`src/rtl/sertx_pkg.sv`:
```
package sertx_pkg;

  typedef enum logic [2:0] {
    FS_IDLE,
    FS_START,
    FS_DATA,
    FS_PAR,
    FS_STOP
  } fstate_t;

  typedef struct packed {
    logic [1:0] len;
    logic       stop_ext;
    logic       par_en;
    logic       par_even;
  } lcfg_t;

endpackage

```
`src/rtl/sertx_hold.sv`:
```
module sertx_hold #(
  parameter int DATA_W = 8
) (
  input  logic              clk,
  input  logic              rst_n,
  input  logic              wr_en,
  input  logic [DATA_W-1:0] wr_data,
  input  logic              take,
  output logic              full,
  output logic [DATA_W-1:0] data
);

  logic              full_q, full_d;
  logic [DATA_W-1:0] data_q, data_d;

  // A write in the same cycle as a take refills the register.
  always_comb begin
    full_d = full_q;
    data_d = data_q;
    if (take) full_d = 1'b0;
    if (wr_en) begin
      full_d = 1'b1;
      data_d = wr_data;
    end
  end

  always_ff @(posedge clk or negedge rst_n) begin
    if (!rst_n) begin
      full_q <= 1'b0;
      data_q <= '0;
    end else begin
      full_q <= full_d;
      data_q <= data_d;
    end
  end

  assign full = full_q;
  assign data = data_q;

  // a write always leaves the register holding the written byte
  a_r10_write_fills: assert property (@(posedge clk) disable iff (!rst_n)
    wr_en |=> (full_q && data_q == $past(wr_data)));

  // a take without a write frees the register
  a_r6_take_frees: assert property (@(posedge clk) disable iff (!rst_n)
    (take && !wr_en) |=> !full_q);

endmodule

```
`src/rtl/sertx_parity.sv`:
```
module sertx_parity #(
  parameter int DATA_W = 8
) (
  input  logic [DATA_W-1:0] data,
  input  logic [1:0]        len,
  input  logic              even,
  output logic              pbit
);

  localparam int MIN_LEN = DATA_W - 3;

  logic [DATA_W-1:0] keep;

  for (genvar i = 0; i < DATA_W; i++) begin : g_mask
    if (i < MIN_LEN) begin : g_fixed
      assign keep[i] = 1'b1;
    end else begin : g_opt
      assign keep[i] = ({1'b0, len} >= 3'(i - MIN_LEN + 1));
    end
  end

  logic ones_odd;
  assign ones_odd = ^(data & keep);
  assign pbit     = even ? ones_odd : ~ones_odd;

endmodule

```
`src/rtl/sertx_frame.sv`:
```
module sertx_frame
  import sertx_pkg::*;
#(
  parameter int DATA_W = 8,
  parameter int OVS    = 16
) (
  input  logic              clk,
  input  logic              rst_n,
  input  logic              tick,
  input  logic              hold_full,
  input  logic [DATA_W-1:0] hold_data,
  input  lcfg_t             cfg_in,
  output logic              take,
  output logic              busy,
  output logic              txd
);

  localparam int MIN_LEN = DATA_W - 3;
  localparam int CNT_W   = $clog2(2 * OVS + 1);
  localparam int IDX_W   = $clog2(DATA_W);

  fstate_t           st_q, st_d;
  logic [CNT_W-1:0]  cnt_q, cnt_d;
  logic [IDX_W-1:0]  idx_q, idx_d;
  logic [DATA_W-1:0] sh_q, sh_d;
  lcfg_t             cfg_q, cfg_d;
  logic              par_q, par_d;
  logic              txd_q, txd_d;

  logic              par_new;
  logic              load;
  logic              last;
  logic [CNT_W-1:0]  stop_len;
  logic [CNT_W-1:0]  dur;
  logic [IDX_W-1:0]  idx_end;

  // Parity is taken from the byte and format being loaded.
  sertx_parity #(.DATA_W(DATA_W)) u_par (
    .data (hold_data),
    .len  (cfg_in.len),
    .even (cfg_in.par_even),
    .pbit (par_new)
  );

  always_comb begin
    if (!cfg_q.stop_ext)       stop_len = CNT_W'(OVS);
    else if (cfg_q.len == 2'd0) stop_len = CNT_W'(OVS + OVS / 2);
    else                       stop_len = CNT_W'(2 * OVS);
    dur     = (st_q == FS_STOP) ? stop_len : CNT_W'(OVS);
    idx_end = IDX_W'(MIN_LEN - 1) + IDX_W'(cfg_q.len);
    last    = tick && (cnt_q == dur - CNT_W'(1));
  end

  always_comb begin
    st_d  = st_q;
    cnt_d = cnt_q;
    idx_d = idx_q;
    sh_d  = sh_q;
    cfg_d = cfg_q;
    par_d = par_q;
    load  = 1'b0;
    if (st_q != FS_IDLE && tick) cnt_d = last ? '0 : cnt_q + CNT_W'(1);
    unique case (st_q)
      FS_IDLE:  if (hold_full) load = 1'b1;
      FS_START: if (last) begin
        st_d  = FS_DATA;
        idx_d = '0;
      end
      FS_DATA:  if (last) begin
        sh_d = sh_q >> 1;
        if (idx_q == idx_end) st_d = cfg_q.par_en ? FS_PAR : FS_STOP;
        else                  idx_d = idx_q + IDX_W'(1);
      end
      FS_PAR:   if (last) st_d = FS_STOP;
      FS_STOP:  if (last) begin
        if (hold_full) load = 1'b1;
        else           st_d = FS_IDLE;
      end
      default:  st_d = FS_IDLE;
    endcase
    if (load) begin
      st_d  = FS_START;
      cnt_d = '0;
      sh_d  = hold_data;
      cfg_d = cfg_in;
      par_d = par_new;
    end
    unique case (st_d)
      FS_START: txd_d = 1'b0;
      FS_DATA:  txd_d = sh_d[0];
      FS_PAR:   txd_d = par_d;
      default:  txd_d = 1'b1;
    endcase
  end

  always_ff @(posedge clk or negedge rst_n) begin
    if (!rst_n) begin
      st_q  <= FS_IDLE;
      cnt_q <= '0;
      idx_q <= '0;
      sh_q  <= '0;
      cfg_q <= '0;
      par_q <= 1'b0;
      txd_q <= 1'b1;
    end else begin
      st_q  <= st_d;
      cnt_q <= cnt_d;
      idx_q <= idx_d;
      sh_q  <= sh_d;
      cfg_q <= cfg_d;
      par_q <= par_d;
      txd_q <= txd_d;
    end
  end

  assign take = load;
  assign busy = (st_q != FS_IDLE);
  assign txd  = txd_q;

  // no tick, no movement on the line
  a_r11_hold_between_ticks: assert property (@(posedge clk) disable iff (!rst_n)
    (!tick && st_q != FS_IDLE) |=> $stable(txd_q));

  // the start phase drives the line low
  a_r2_start_low: assert property (@(posedge clk) disable iff (!rst_n)
    (st_q == FS_START) |-> !txd_q);

  // the idle line is high
  a_r1_idle_high: assert property (@(posedge clk) disable iff (!rst_n)
    (st_q == FS_IDLE) |-> txd_q);

  // the data bit index never passes the programmed length
  a_r3_idx_range: assert property (@(posedge clk) disable iff (!rst_n)
    (st_q == FS_DATA) |-> (idx_q <= idx_end));

  // the phase counter stays inside the current phase
  a_r5_cnt_range: assert property (@(posedge clk) disable iff (!rst_n)
    (st_q != FS_IDLE) |-> (cnt_q < dur));

endmodule

```
`src/rtl/sertx_core.sv`:
```
module sertx_core
  import sertx_pkg::*;
#(
  parameter int DATA_W = 8,
  parameter int OVS    = 16
) (
  input  logic              clk,
  input  logic              rst_n,
  input  logic              tick16,
  input  logic              wr_en,
  input  logic [DATA_W-1:0] wr_data,
  input  logic [1:0]        len_sel,
  input  logic              stop_ext,
  input  logic              par_en,
  input  logic              par_even,
  output logic              txd,
  output logic              hold_empty,
  output logic              tx_empty,
  output logic              tx_ready_n
);

  lcfg_t             cfg;
  logic              take;
  logic              full;
  logic              busy;
  logic [DATA_W-1:0] hdata;

  always_comb begin
    cfg.len      = len_sel;
    cfg.stop_ext = stop_ext;
    cfg.par_en   = par_en;
    cfg.par_even = par_even;
  end

  sertx_hold #(.DATA_W(DATA_W)) u_hold (
    .clk     (clk),
    .rst_n   (rst_n),
    .wr_en   (wr_en),
    .wr_data (wr_data),
    .take    (take),
    .full    (full),
    .data    (hdata)
  );

  sertx_frame #(.DATA_W(DATA_W), .OVS(OVS)) u_frame (
    .clk       (clk),
    .rst_n     (rst_n),
    .tick      (tick16),
    .hold_full (full),
    .hold_data (hdata),
    .cfg_in    (cfg),
    .take      (take),
    .busy      (busy),
    .txd       (txd)
  );

  assign hold_empty = !full;
  assign tx_ready_n = full;
  assign tx_empty   = !full && !busy;

  // a write raises the handshake on the next edge
  a_r6_ready_on_write: assert property (@(posedge clk) disable iff (!rst_n)
    wr_en |=> tx_ready_n);

  // the handshake falls only together with a start edge
  a_r6_release_at_start: assert property (@(posedge clk) disable iff (!rst_n)
    $fell(tx_ready_n) |-> !txd);

  // a quiet transmitter has nothing held
  a_r7_empty_consistent: assert property (@(posedge clk) disable iff (!rst_n)
    tx_empty |-> (hold_empty && txd));

endmodule

```
`config.mk`:
```
export PLATFORM = sky130hd
export DESIGN_NAME = sertx_core
export DESIGN_NICKNAME = d
export VERILOG_FILES = /design/src/rtl/sertx_pkg.sv /design/src/rtl/sertx_hold.sv /design/src/rtl/sertx_parity.sv /design/src/rtl/sertx_frame.sv /design/src/rtl/sertx_core.sv
export SDC_FILE = /design/constraint.sdc
export NUM_CORES = 1
export LEC_CHECK = 0
export BUFFER_PORTS_ARGS = -buffer_cell sky130_fd_sc_hd__buf_2
export CORE_MARGIN = 10
export CORE_UTILIZATION = 37
export CTS_BUF_LIST = sky130_fd_sc_hd__clkbuf_4 sky130_fd_sc_hd__clkbuf_8 sky130_fd_sc_hd__clkbuf_16
export CTS_CLUSTER_DIAMETER = 40
export DETAILED_ROUTE_END_ITERATION = 7
export PLACE_DENSITY_LB_ADDON = 0.12
export SLEW_MARGIN = 20
export SYNTH_ARGS = -nofsm -noshare
export SYNTH_HDL_FRONTEND = slang
export SYNTH_SLANG_ARGS = --single-unit
```
`constraint.sdc`:
```
create_clock -name clk -period 3.99 [get_ports clk]
set_input_delay 0.1995 -clock clk [delete_from_list [all_inputs] [get_ports clk]]
set_output_delay 0.1995 -clock clk [all_outputs]
set_load 0.05 [all_outputs]
```
==> results of run 1 <==
## critical path, delay by kind of cell (launching register included)
family | cells | cell delay [ns]
AO/OA/AOI/OAI | 3 | 1.04
flip-flops | 1 | 0.63
AND/OR/NAND/NOR | 2 | 0.45
multiplexers | 1 | 0.34
## sequential cells by signal, summed over array words and instances (netlist names)
| name | count |
|---|---|
| u_frame.cfg_q | 4 |
| u_frame.cnt_q | 6 |
| u_frame.idx_q | 3 |
| u_frame.par_q | 1 |
| u_frame.sh_q | 8 |
| u_frame.st_q | 3 |
| u_frame.txd | 1 |
| u_hold.data | 8 |
| u_hold.full | 1 |
## worst paths after layout
| kind | startpoint | end | slack [ns] | cells after the start |
|---|---|---|---|---|
| hold reg to reg | u_frame.sh_q[4] | u_frame.sh_q[4] | 0.49 | 1 |
| setup reg to reg | u_frame.st_q[2] | u_frame.txd | 1.45 | 6 |
| setup / recovery | u_frame.st_q[2] | u_frame.txd | 1.45 | 6 |
| min in group clk | wr_data[0] | u_hold.data[0] | 0.12 | 3 |
| hold / removal | rst_n | u_frame.st_q[2] | -0.03 | 1 |
| max in group asynchronous | rst_n | u_frame.sh_q[3] | 3.51 | 1 |
## metal layers
metal  GRT usage (%)  vias up  share of wire, %
met5               0        -                 0
met4            3.96        0               1.5
met3            3.77        7               4.9
met2            15.6       19                46
met1            12.4      583                47
li1                -      585                 -
## per-stage QoR
stage / util (%) / hold slack [ns] / area (sq um) / power (mW)
final: 44.4 / -0.0291 / 1970 / 1.24
after global routing: 44.4 / 0.0410 / 1970 / 1.32
after CTS: 44.4 / 0.0167 / 1970 / 1.25
after detailed placement: 42.4 / 0.330 / 1890 / 0.986
after global placement: 42.4 / 0.323 / 1890 / 0.973
after floorplan: - / -0.0961 / 1730 / 0.876
## cell families after synthesis
| kind of cell | count (synthesis) |
|---|---|
| and+or+nand+nor | 39 |
| DFF | 35 |
| AOI/OAI and AO/OA | 31 |
| xor gates and xnor gates | 17 |
| muxes | 15 |
| buffers and inverters | 9 |
| adders and majority gates | 2 |
## synthesized netlist by cell type, types with 2 or more instances
library cell / n / share of area, %
mux2_2: 12 / 7.8
buf_2: 3 / 0.87
o31a_1: 3 / 1.5
ha_1: 2 / 1.5
inv_1: 5 / 1.1
a22o_1: 6 / 3.0
dfrtp_1: 34 / 49
nand3b_1: 2 / 0.87
mux2i_1: 3 / 1.7
o21ai_0: 7 / 2.0
nand3_1: 3 / 0.87
nor4_1: 3 / 1.1
xor2_1: 6 / 3.0
nand4_1: 2 / 0.73
nor2_1: 11 / 2.4
xnor2_1: 11 / 5.6
a21o_1: 6 / 2.6
nand2_1: 10 / 2.2
## area by class of cell
| type | instances | area (sq um) | share of cell area (%) |
|---|---|---|---|
| clock inverters | 2 | 12.5 | 0.634 |
| well taps | 52 | 65.1 | 3.30 |
| inverters | 5 | 18.8 | 0.951 |
| clock buffers | 6 | 76.3 | 3.87 |
| flip-flops and latches | 35 | 877 | 44.4 |
| multi-input cells | 104 | 817 | 41.4 |
| repair buffers | 21 | 108 | 5.45 |
## report_power, final
part	switching [mW]	internal [mW]
clock network	0.130	0.129
registers	0.115	0.472
logic	0.206	0.184
total	0.451	0.785
==> results.sh, run 1 <==
export IMPL_rsz0062_at_grt="no"
export IMPL_holdWs_ns=-0.0291
export IMPL_violations="negative hold slack"
export IMPL_ctsResizeCount=0
export IMPL_num_rows=24
export IMPL_overflow=0
export IMPL_cap_violations=0
export IMPL_vias=1194
export IMPL_yosysSeqAreaShare_pct=50.8
export IMPL_drc=0
export IMPL_synth_nets=167
export IMPL_wl_per_cell_um=16.1
export IMPL_async_reset_ff_share_pct=100
export IMPL_synth_main_ff_cell="dfrtp_1"
export IMPL_antenna_left=0
export IMPL_stdcell_count=225
export IMPL_power_density_nw_per_um2=626
export IMPL_cts_max_level=2
export IMPL_place_congestion=0.810
export IMPL_initial_core_util_pct=38.8
export IMPL_root_buffer="clkbuf_8"
export IMPL_synth_xor_area_share_pct=8.63
export IMPL_pre_cts_slack_ns=1.45
export IMPL_clock_skew_ns=0.00883
export IMPL_yosys_warnings=0
export IMPL_antenna_cells=0
export IMPL_outcome="finished with violations"
export IMPL_final_setup_tns_ns=0
export IMPL_synth_top_family_by_area="compound AO/OA/AOI/OAI gates"
export IMPL_vdd_drop_max_uv=246
export IMPL_startpoint_type="flip-flop"
export IMPL_synth_seq_cells=35
export IMPL_fmax_mhz=394
export IMPL_nets=191
export IMPL_crit_fanout=19
export IMPL_max_stage_delay_ns=0.66
export IMPL_drv_slew=0
export IMPL_layout_common_cells="dfrtp_1, buf_2, mux2_2"
export IMPL_first_iter_violations=41
export IMPL_io_pins=21
export IMPL_period_needed_ns=2.54
export IMPL_coreArea_sq_um=4440
export IMPL_placed_cells=217
export IMPL_synth_simple_gate_area_share_pct=13.2
export IMPL_clk_path_buf_depth=2
export IMPL_grt_pass1_wl_um=6080
export IMPL_cp_slowest_cell="a21oi_2"
export IMPL_dp_hpwl_um=2730
export IMPL_setup_violations=0
export IMPL_postSynthCellCount=148
export IMPL_grt_pass1_vias=1279
export IMPL_yosysUniqueCellTypes=37
export IMPL_firstDrtPassIters=4
export IMPL_tritoncts="built"
export IMPL_area_growth_pct=14.4
export IMPL_post_synth_fa_ha_maj_area_fraction_pct=1.45
export IMPL_path_clk_slew_ns=0.08
export IMPL_postCtsHoldBufs=0
export IMPL_endpoint_kind="flip-flop"
export IMPL_avgSynthCellArea_sq_um=11.7
export IMPL_fillCellCount=439
export IMPL_synth_compound_area_share_pct=14.1
export IMPL_die_w_um=88.3
export IMPL_hp_class="primary input to asynchronous set/reset pin"
export IMPL_drt_wl_total_um=3620
export IMPL_path_cells="nand4bb_4 -> nor4_2 -> o211ai_4 -> a21oi_2 -> a221o_1 -> mux2_2"
export IMPL_crit_required_ns=4.21
export IMPL_hold_violations=29
export IMPL_syn_area_sq_um=1730
export IMPL_cts_buffers=5
export IMPL_cts_sinks=35
export IMPL_muxShareOfSynthArea_pct=9.57
export IMPL_grt_max_degree=36
export IMPL_insertion_delay_ns=0.29
export IMPL_cp_arrival_ns=2.76
export IMPL_die_h_um=88.3
export IMPL_leakagePower_nw=0.888
export IMPL_critPathKind="flip-flop to flip-flop"
export IMPL_worstMarginPinSlew_ns=0.832
export IMPL_timing_final_ws_setup_ns=1.45
export IMPL_relSlewSlack_pct=44.5
export IMPL_drive_above_1_share_pct=27.2
export IMPL_grt_usage_pct=10.1
export IMPL_layout_commonest_cell="dfrtp_1"
export IMPL_cts_setup_buffers=0
export IMPL_io_buffers=20
export IMPL_post_route_period_util_pct=63.6
export IMPL_antenna_found_initial=0
export IMPL_synth_edff_count=0
export IMPL_via_per_inst=5.31
export IMPL_dieArea_sq_um=7800
Power figures use the tool's default switching activity.
==> run 2: changes to the inputs <==
==> constraint.sdc (replaced) <==
create_clock -name clk -period 2.6 [get_ports clk]
set_input_delay 0.13 -clock clk [delete_from_list [all_inputs] [get_ports clk]]
set_output_delay 0.13 -clock clk [all_outputs]
set_load 0.05 [all_outputs]
==> results.sh, run 2 (synthesis results as in run 1) <==
export IMPL_outcome="completed"
export IMPL_coreArea_sq_um=4440
export IMPL_grt_pass1_vias=1243
export IMPL_firstDrtPassIters=4
export IMPL_cts_setup_buffers=0
export IMPL_overflow=0
export IMPL_fillCellCount=432
export IMPL_initial_core_util_pct=38.8
export IMPL_dp_hpwl_um=2710
export IMPL_final_area_sq_um=2050
export IMPL_endpoint_kind="flip-flop"
export IMPL_relSlewSlack_pct=48.8
export IMPL_fmax_mhz=427
export IMPL_power_density_nw_per_um2=1010
export IMPL_place_congestion=0.840
export IMPL_path_clk_slew_ns=0.07
export IMPL_critPathKind="flip-flop to flip-flop"
export IMPL_crit_required_ns=2.81
export IMPL_final_setup_tns_ns=0
export IMPL_root_buffer="clkbuf_8"
export IMPL_insertion_delay_ns=0.28
export IMPL_placed_area_sq_um=1910
export IMPL_nets=195
export IMPL_via_per_inst=5.44
export IMPL_drc=0
export IMPL_cts_buffers=5
export IMPL_cp_arrival_ns=2.55
export IMPL_grt_usage_pct=9.93
export IMPL_die_w_um=88.3
export IMPL_layout_common_cells="dfrtp_1, buf_2, mux2_2"
export IMPL_r2r_end="u_frame.txd"
export IMPL_post_route_period_util_pct=90.0
export IMPL_cts_sinks=35
export IMPL_io_pins=21
export IMPL_crit_fanout=4
export IMPL_worstHoldEndpoint="u_hold.data[0]"
export IMPL_leakagePower_nw=0.928
export IMPL_tritoncts="built"
export IMPL_hold_violations=0
export IMPL_dieArea_sq_um=7800
export IMPL_clock_skew_ns=0.00207
export IMPL_vdd_drop_max_uv=461
export IMPL_worstMarginPinSlew_ns=0.768
export IMPL_worstHoldPathCells=3
export IMPL_drive_above_1_share_pct=28.2
export IMPL_io_buffers=20
export IMPL_area_growth_pct=19.1
export IMPL_reg2regPathDepth=7
export IMPL_ctsResizeCount=0
export IMPL_first_iter_violations=82
export IMPL_grt_pass1_wl_um=6100
export IMPL_layout_commonest_cell="dfrtp_1"
export IMPL_die_h_um=88.3
export IMPL_antenna_left=0
export IMPL_hp_class="primary input to flip-flop"
export IMPL_clk_path_buf_depth=2
export IMPL_period_needed_ns=2.34
export IMPL_drt_wl_total_um=3570
export IMPL_cts_max_level=2
export IMPL_setup_violations=0
export IMPL_rsz0062_at_grt="no"
export IMPL_drv_slew=0
export IMPL_cap_violations=0
export IMPL_path_cells="ha_1 -> and4b_1 -> nand3b_1 -> nor4_2 -> mux2i_1 -> or3b_1 -> mux2_2"
export IMPL_total_power_mw=2.08
export IMPL_antenna_found_initial=0
export IMPL_postCtsHoldBufs=1
export IMPL_antenna_cells=0
export IMPL_wl_per_cell_um=15.6
export IMPL_r2r_setup_slack_ns=0.26
export IMPL_startpoint="u_frame.cnt_q[0]"
export IMPL_r2r_start="u_frame.cnt_q[0]"
export IMPL_num_rows=24
export IMPL_hp_start="wr_data[0]"
export IMPL_grt_max_degree=36
export IMPL_max_stage_delay_ns=0.41
export IMPL_startpoint_type="flip-flop"
export IMPL_cp_slowest_cell="dfrtp_1"
export IMPL_vias=1246
-- run 2: area by class of cell --
class / count / area, sq um / area share, %
Sequential cell: 35 / 877 / 42.7
Multi-Input combinational cell: 104 / 817 / 39.8
Timing Repair Buffer: 25 / 140 / 6.82
Clock buffer: 5 / 68.8 / 3.35
Clock inverter: 3 / 67.6 / 3.29
Tap cell: 52 / 65.1 / 3.17
Inverter: 5 / 18.8 / 0.914
-- run 2: report_power, final --
| part | switching [mW] | leakage, nW | internal (mW) | total (mW) |
|---|---|---|---|---|
| Combinational | 0.313 | 0.437 | 0.295 | 0.608 |
| Clock | 0.192 | 0.0644 | 0.382 | 0.574 |
| Sequential | 0.174 | 0.427 | 0.725 | 0.900 |
| Total | 0.680 | 0.928 | 1.40 | 2.08 |
-- run 2: worst max-delay path by stage --
stage,slack (ns),end,cells after the start
2_1_floorplan,0.29,tx_empty,1
3_3_place_gp,0.36,u_frame.txd,7
3_5_place_dp,0.27,u_frame.txd,7
4_1_cts,0.24,u_frame.txd,7
5_1_grt,0.06,u_frame.txd,7
6_report,0.26,u_frame.txd,7
-- run 2: worst max-delay path: cells and delay by family (launching register included) --
family | cells | cell delay, ns
AND/OR/NAND/NOR | 4 | 1.12
multiplexers | 2 | 0.53
flip-flops | 1 | 0.41
adder cells (fa/ha/maj) | 1 | 0.20
-- run 2: stage by stage --
stage	utilization (%)	hold slack, ns	setup slack [ns]	std cells
2_1_floorplan	-	-0.166	0.287	148
3_3_place_gp	42.9	0.253	0.362	220
3_5_place_dp	42.9	0.254	0.270	220
4_1_cts	46.2	0.0510	0.245	229
5_1_grt	46.2	0.0634	0.0633	229
6_report	46.2	0.0582	0.260	229
-- run 2: metal layers --
layer	up-vias	wire length, um	global-route usage, %	part of all wire, %
met2	20	1660	15.0	46
li1	589	-	-	-
met1	635	1730	13.1	48
met4	0	20	2.64	0.56
met5	-	0	0	0
met3	2	164	3.68	4.6
